<file path="config.mk">
export PLATFORM = sky130hd
export DESIGN_NAME = tz_trip_guard
export DESIGN_NICKNAME = d
export VERILOG_FILES = /design/src/rtl/tz_pkg.sv /design/src/rtl/tz_control.sv /design/src/rtl/tz_datapath.sv /design/src/rtl/tz_trip_guard.sv
export SDC_FILE = /design/constraint.sdc
export NUM_CORES = 1
export LEC_CHECK = 0
export ABC_AREA = 1
export CORE_MARGIN = 2
export CORE_UTILIZATION = 36
export CTS_CLUSTER_SIZE = 16
export DETAILED_ROUTE_END_ITERATION = 12
export GPL_ROUTABILITY_DRIVEN = 0
export GPL_TIMING_DRIVEN = 0
export PLACE_DENSITY = 0.84
export SLEW_MARGIN = 20
export SYNTH_ARGS = -nofsm -noshare
export SYNTH_HDL_FRONTEND = slang
export SYNTH_SLANG_ARGS = --single-unit
</file>
<file path="constraint.sdc">
create_clock -name clk -period 3.55 [get_ports clk]
set_input_delay 1.065 -clock clk [delete_from_list [all_inputs] [get_ports clk]]
set_output_delay 1.065 -clock clk [all_outputs]
set_load 0.02 [all_outputs]
</file>
<file path="src/rtl/tz_pkg.sv">
package tz_pkg;

  localparam int CFG_W = 8;

  typedef enum logic [1:0] {
    ACT_KEEP = 2'd0,
    ACT_LOW  = 2'd1,
    ACT_HIGH = 2'd2,
    ACT_FLIP = 2'd3
  } trip_act_e;

  typedef struct packed {
    logic cbcOn;
    logic ostOn;
    logic cbcEnter;
    logic ostEnter;
  } trip_strobe_t;

endpackage

</file>
<file path="src/rtl/tz_control.sv">
module tz_control
  import tz_pkg::*;
#(
  parameter int NUM_FAULTS = 3,
  localparam int NUM_SRC = NUM_FAULTS + 1
) (
  input  logic                  clk,
  input  logic                  rstN,
  input  logic [NUM_FAULTS-1:0] faultLvl,
  input  logic [NUM_SRC-1:0]    cbcSrcEn,
  input  logic [NUM_SRC-1:0]    ostSrcEn,
  input  logic [1:0]            refreshMask,
  input  logic                  tezPulse,
  input  logic                  tepPulse,
  input  logic                  swCbcTog,
  input  logic                  swOstTog,
  input  logic                  swClrTog,
  output trip_strobe_t          strobes,
  output logic                  cbcActive,
  output logic                  ostActive,
  output logic                  cbcIrq,
  output logic                  ostIrq
);

  logic [2:0] togQ;
  logic swCbcHit, swOstHit, clrHit;
  logic [NUM_SRC-1:0] cbcVec, ostVec;
  logic cbcSrc, ostSrc, refreshHit;
  logic cbcQ, ostQ, cbcPrev, ostPrev;

  // toggle-to-strobe conversion
  always_ff @(posedge clk or negedge rstN) begin
    if (!rstN) togQ <= '0;
    else       togQ <= {swClrTog, swOstTog, swCbcTog};
  end

  assign swCbcHit = swCbcTog ^ togQ[0];
  assign swOstHit = swOstTog ^ togQ[1];
  assign clrHit   = swClrTog ^ togQ[2];

  assign cbcVec = {swCbcHit, faultLvl};
  assign ostVec = {swOstHit, faultLvl};
  assign cbcSrc = |(cbcVec & cbcSrcEn);
  assign ostSrc = |(ostVec & ostSrcEn);
  assign refreshHit = (tezPulse & refreshMask[0]) | (tepPulse & refreshMask[1]);

  always_ff @(posedge clk or negedge rstN) begin
    if (!rstN) begin
      cbcQ    <= 1'b0;
      ostQ    <= 1'b0;
      cbcPrev <= 1'b0;
      ostPrev <= 1'b0;
    end else begin
      cbcPrev <= cbcQ;
      ostPrev <= ostQ;
      if (cbcSrc)          cbcQ <= 1'b1;
      else if (refreshHit) cbcQ <= 1'b0;
      if (ostSrc)          ostQ <= 1'b1;
      else if (clrHit)     ostQ <= 1'b0;
    end
  end

  assign cbcActive = cbcQ;
  assign ostActive = ostQ;
  assign cbcIrq    = cbcQ & ~cbcPrev;
  assign ostIrq    = ostQ & ~ostPrev;

  assign strobes.cbcOn    = cbcQ;
  assign strobes.ostOn    = ostQ;
  assign strobes.cbcEnter = cbcIrq;
  assign strobes.ostEnter = ostIrq;

  p_cbc_set_r3: assert property (@(posedge clk) disable iff (!rstN)
    cbcSrc |=> cbcActive);
  p_ost_set_r4: assert property (@(posedge clk) disable iff (!rstN)
    ostSrc |=> ostActive);
  p_cbc_fall_r7: assert property (@(posedge clk) disable iff (!rstN)
    $fell(cbcActive) |-> ($past(refreshHit) && !$past(cbcSrc)));
  p_ost_fall_r8: assert property (@(posedge clk) disable iff (!rstN)
    $fell(ostActive) |-> ($past(clrHit) && !$past(ostSrc)));
  p_irq_once_r10: assert property (@(posedge clk) disable iff (!rstN)
    (cbcIrq || ostIrq) |=> (!$past(cbcIrq) || !cbcIrq) && (!$past(ostIrq) || !ostIrq));
  p_irq_flag_r10: assert property (@(posedge clk) disable iff (!rstN)
    $rose(ostActive) |-> ostIrq);

endmodule

</file>
<file path="src/rtl/tz_datapath.sv">
module tz_datapath
  import tz_pkg::*;
#(
  parameter int NUM_LANES = 2,
  localparam int CFG_BITS = NUM_LANES * CFG_W
) (
  input  logic                 clk,
  input  logic                 rstN,
  input  trip_strobe_t         strobes,
  input  logic                 cntDown,
  input  logic [CFG_BITS-1:0]  actCfg,
  input  logic [NUM_LANES-1:0] pwmIn,
  output logic [NUM_LANES-1:0] pwmOut
);

  for (genvar g = 0; g < NUM_LANES; g++) begin : g_lane
    logic [CFG_W-1:0] cfg;
    trip_act_e ostSel, cbcSel, useSel;
    logic enter, q, qNext;

    assign cfg = actCfg[g*CFG_W +: CFG_W];

    always_comb begin
      ostSel = trip_act_e'(cntDown ? cfg[5:4] : cfg[7:6]);
      cbcSel = trip_act_e'(cntDown ? cfg[1:0] : cfg[3:2]);
      if (strobes.ostOn) begin
        useSel = ostSel;
        enter  = strobes.ostEnter;
      end else if (strobes.cbcOn) begin
        useSel = cbcSel;
        enter  = strobes.cbcEnter;
      end else begin
        useSel = ACT_KEEP;
        enter  = 1'b0;
      end
      unique case (useSel)
        ACT_LOW:  qNext = 1'b0;
        ACT_HIGH: qNext = 1'b1;
        ACT_FLIP: qNext = enter ? ~q : q;
        default:  qNext = pwmIn[g];
      endcase
    end

    always_ff @(posedge clk or negedge rstN) begin
      if (!rstN) q <= 1'b0;
      else       q <= qNext;
    end

    assign pwmOut[g] = q;

    p_pass_r2: assert property (@(posedge clk) disable iff (!rstN)
      (!strobes.ostOn && !strobes.cbcOn) |=> (pwmOut[g] == $past(pwmIn[g])));
    p_ost_low_r9: assert property (@(posedge clk) disable iff (!rstN)
      (strobes.ostOn && ostSel == ACT_LOW) |=> !pwmOut[g]);
    p_ost_high_r9: assert property (@(posedge clk) disable iff (!rstN)
      (strobes.ostOn && ostSel == ACT_HIGH) |=> pwmOut[g]);
    p_flip_hold_r6: assert property (@(posedge clk) disable iff (!rstN)
      (useSel == ACT_FLIP && !enter) |=> $stable(pwmOut[g]));
  end

endmodule

</file>
<file path="src/rtl/tz_trip_guard.sv">
module tz_trip_guard
  import tz_pkg::*;
#(
  parameter int NUM_FAULTS = 3,
  localparam int NUM_SRC = NUM_FAULTS + 1
) (
  input  logic                  clk,
  input  logic                  rstN,
  input  logic [NUM_FAULTS-1:0] faultLvl,
  input  logic [NUM_SRC-1:0]    cbcSrcEn,
  input  logic [NUM_SRC-1:0]    ostSrcEn,
  input  logic [1:0]            refreshMask,
  input  logic                  tezPulse,
  input  logic                  tepPulse,
  input  logic                  cntDown,
  input  logic                  swCbcTog,
  input  logic                  swOstTog,
  input  logic                  swClrTog,
  input  logic [7:0]            actCfgA,
  input  logic [7:0]            actCfgB,
  input  logic                  pwmAIn,
  input  logic                  pwmBIn,
  output logic                  pwmAOut,
  output logic                  pwmBOut,
  output logic                  cbcActive,
  output logic                  ostActive,
  output logic                  cbcIrq,
  output logic                  ostIrq
);

  trip_strobe_t strobes;
  logic [1:0] laneOut;

  tz_control #(.NUM_FAULTS(NUM_FAULTS)) ctrl_i (
    .clk(clk), .rstN(rstN), .faultLvl(faultLvl),
    .cbcSrcEn(cbcSrcEn), .ostSrcEn(ostSrcEn), .refreshMask(refreshMask),
    .tezPulse(tezPulse), .tepPulse(tepPulse),
    .swCbcTog(swCbcTog), .swOstTog(swOstTog), .swClrTog(swClrTog),
    .strobes(strobes), .cbcActive(cbcActive), .ostActive(ostActive),
    .cbcIrq(cbcIrq), .ostIrq(ostIrq)
  );

  tz_datapath #(.NUM_LANES(2)) data_i (
    .clk(clk), .rstN(rstN), .strobes(strobes), .cntDown(cntDown),
    .actCfg({actCfgB, actCfgA}), .pwmIn({pwmBIn, pwmAIn}), .pwmOut(laneOut)
  );

  assign pwmAOut = laneOut[0];
  assign pwmBOut = laneOut[1];

endmodule

</file>
==> flow_summary_export.csv <==
group,metric,value,unit
cells_and_area,drive_above_1_share,6.250,%
critical_path,critPathRequiredTime,2.48,ns
die,rows,14,
place,placed_cell_area,0.001069,mm^2
sta,rsz0062_at_grt,"false",
logic_synthesis,ys_ff_latch,9,
cts,cts.sinks,9,
logic_synthesis,synth_top_cell_area_share,36.44,%
logic_synthesis,ys.warnings.count,0,
sta,setup-tns-final,0,ns
sta,fmax,359.0,MHz
cts,clk_pin_slew,0.06,ns
logic_synthesis,synth_nets,136,
route,vias_per_cell,4.744,
route,wirelength,1.666,mm
pwr,ir_drop,0.0002366,V
cts,cts_made_buffers,3,
grt,antenna_found_initial,0,
logic_synthesis,syn_inst,97,
critical_path,r2r_start,"ctrl_i.ostActive$_DFFE_PN0P_",
logic_synthesis,syn_area,618.1,um^2
grt,grt_pass1_wl,2.829,mm
critical_path,cp-startpoint,"ctrl_i.ostActive$_DFFE_PN0P_",
grt,grt_usage,18.76,%
logic_synthesis,netlist-cell-type-count,16,
logic_synthesis,synthTopCellsByArea,"dfrtp_1, nand2_1, inv_1",
logic_synthesis,synth-edff-count,0,
cells_and_area,fin_nets,184,
route,vias,759,
sta,fin_crit_sh,78.47,%
logic_synthesis,avgSynthCellArea,6.372,um^2
sta,finalClockSkew,0.001378,ns
critical_path,crit_path_end_kind,"output pin",
grt,overflow,0,
cts,cts_tree,"built",
sta,finalSetupViolations,0,
die,core-area,0.001559,mm^2
min_path,min_from,"ctrl_i.cbcActive$_DFFE_PN0P_",
sta,relSlewSlack,73.78,%
sta,finalHoldViolCount,0,
die,die_w,45.44,um
sta,slew_viol_final,0,
cts,h-tree-depth,1,
sta,layout_min_cycle_time,2.786,ns
die,die_area,0.002064,mm^2
run,cap_violations,0,
cells_and_area,num_antenna_cells,0,
cts,cts_resized,0,
route,drcViolationCount,0,
place,dp.cells,156,
place,dp_hpwl,1.458,mm
logic_synthesis,seq_area_frac_synth,36.44,%
critical_path,cp.arrival,1.72,ns
route,detail_route.wl_per_cell,10.41,um
route,drt_iter0_drc,3,
cts,cts_hold_buf,0,
min_path,worstHoldPathType,"reg -> reg",
die,io_pins,45,
logic_synthesis,async_flop_share,100.0,%
cts,root_buffer,"clkbuf_4",
critical_path,path_max_fanout,8,
pwr,leakage,0.5638,nW
cts,clock_latency,0.25,ns
outcome,outcome,"completed",
sta,hold_ws,0.4162,ns
logic_synthesis,synth_commonest_cells,"nand2_1, inv_1, nand3_1",
die,start_util,39.65,%
critical_path,critPathLaunchType,"flip-flop",
cells_and_area,fin_cells,160,
logic_synthesis,post-synth-top-area-cell,"dfrtp_1",
cells_and_area,syn2layout_area_growth,77.13,%
cells_and_area,fin_area,0.001095,mm^2
die,die_h,45.44,um
logic_synthesis,yosysMostFrequentCell,"nand2_1",
grt,grt_pass1_vias,721,
place,portBuffers,43,
route,firstDrtPassIters,4,
grt,grt_max_degree,10,
cts,clock_path_buffers,2,
route,antenna_left,0,
sta,max_slew.worst_pin.slew,0.3920,ns
pwr,p_per_area,307.4,mW/mm^2
cts,cts_setup_buffers,0,
critical_path,criticalPathCategory,"reg -> out",
logic_synthesis,synthFlopType,"dfrtp_1",
==> per-layer routing <==
layer  routed length, um  GRT usage, %
met5                   0             0
met1                 637         20.35
met4                   5         5.294
met3                 178         5.556
met2                 845         34.65
==> worst paths after layout <==
check	endpoint	slack, ns	cells after the start
worst min-delay path	ctrl_i.cbcPrev$_DFF_PN0_	0.42	0
worst min register to register	ctrl_i.cbcPrev$_DFF_PN0_	0.42	0
min in group asynchronous	ctrl_i.ostPrev$_DFF_PN0_	1.10	1
worst max register to register	data_i.g_lane[0].q$_DFFE_PN0P_	2.21	6
worst max-delay path	ostIrq	0.76	4
max in group asynchronous	ctrl_i.togQ[2]$_DFF_PN0_	2.17	1
==> final cells by class <==
| class | count | area [um^2] |
|---|---|---|
| inverter | 23 | 86.33 |
| fill | 129 | 464.2 |
| clock buffer | 4 | 26.28 |
| timing repair buffer | 43 | 430.4 |
| sequential | 9 | 225.2 |
| tap | 16 | 20.02 |
| multi-input combinational | 64 | 299.0 |
| buffer | 1 | 7.507 |
==> worst max-delay path, cell delays in order (launching register included) <==
cell and delay (ns):
dfrtp_1 0.49, inv_2 0.08, or2_1 0.23, inv_1 0.06, clkdlybuf4s50_1 0.61
==> where the power goes <==
| group | switching, mW | internal [mW] | total, mW | leakage [nW] |
|---|---|---|---|---|
| combinational | 0.0606 | 0.0763 | 0.137 | 0.451 |
| sequential | 0.00926 | 0.115 | 0.124 | 0.0981 |
| clock | 0.0323 | 0.0431 | 0.0754 | 0.0150 |
==> state kept, by name, indices dropped and copies added, names as in the netlist <==
name              count
ctrl_i.cbcActive      1
ctrl_i.cbcPrev        1
ctrl_i.ostActive      1
ctrl_i.ostPrev        1
ctrl_i.togQ           3
data_i.g_lane.q       2
==> layout by cell type (no fill, tap or decap) <==
master | Yosys | final
a21oi_1 | 1 | 1
xor2_1 | 1 | 1
inv_1 | 20 | 20
or2_1 | 1 | 1
buf_4 | 1 | 1
clkbuf_1 | 0 | 1
nand3_1 | 15 | 15
clkdlybuf4s50_1 | 0 | 43
a22o_1 | 1 | 1
clkbuf_4 | 0 | 3
o211ai_1 | 1 | 1
nand3b_1 | 2 | 2
inv_2 | 3 | 3
a221oi_1 | 1 | 1
dfrtp_1 | 9 | 9
nand2_1 | 34 | 34
nand4_1 | 2 | 2
nor2_1 | 3 | 3
or2_2 | 2 | 2
==> kinds of logic after synthesis <==
group | count (synthesis) | synth area share [%]
xor gates and xnor gates | 1 | 1.417
buffers and inverters | 24 | 15.18
AOI/OAI and AO/OA | 4 | 4.858
DFF | 9 | 36.44
and+or+nand+nor | 59 | 42.10
==> per-stage QoR <==
step                setup slack [ns]  util (%)  power [mW]
floorplan                      1.528         -      0.1876
global placement               1.062     68.54      0.2601
detailed placement             1.019     68.54      0.2650
CTS                           0.7265     70.22      0.3427
global route                  0.6343     70.22      0.3664
finish                        0.7644     70.22      0.3366
Power figures use the tool's default switching activity.
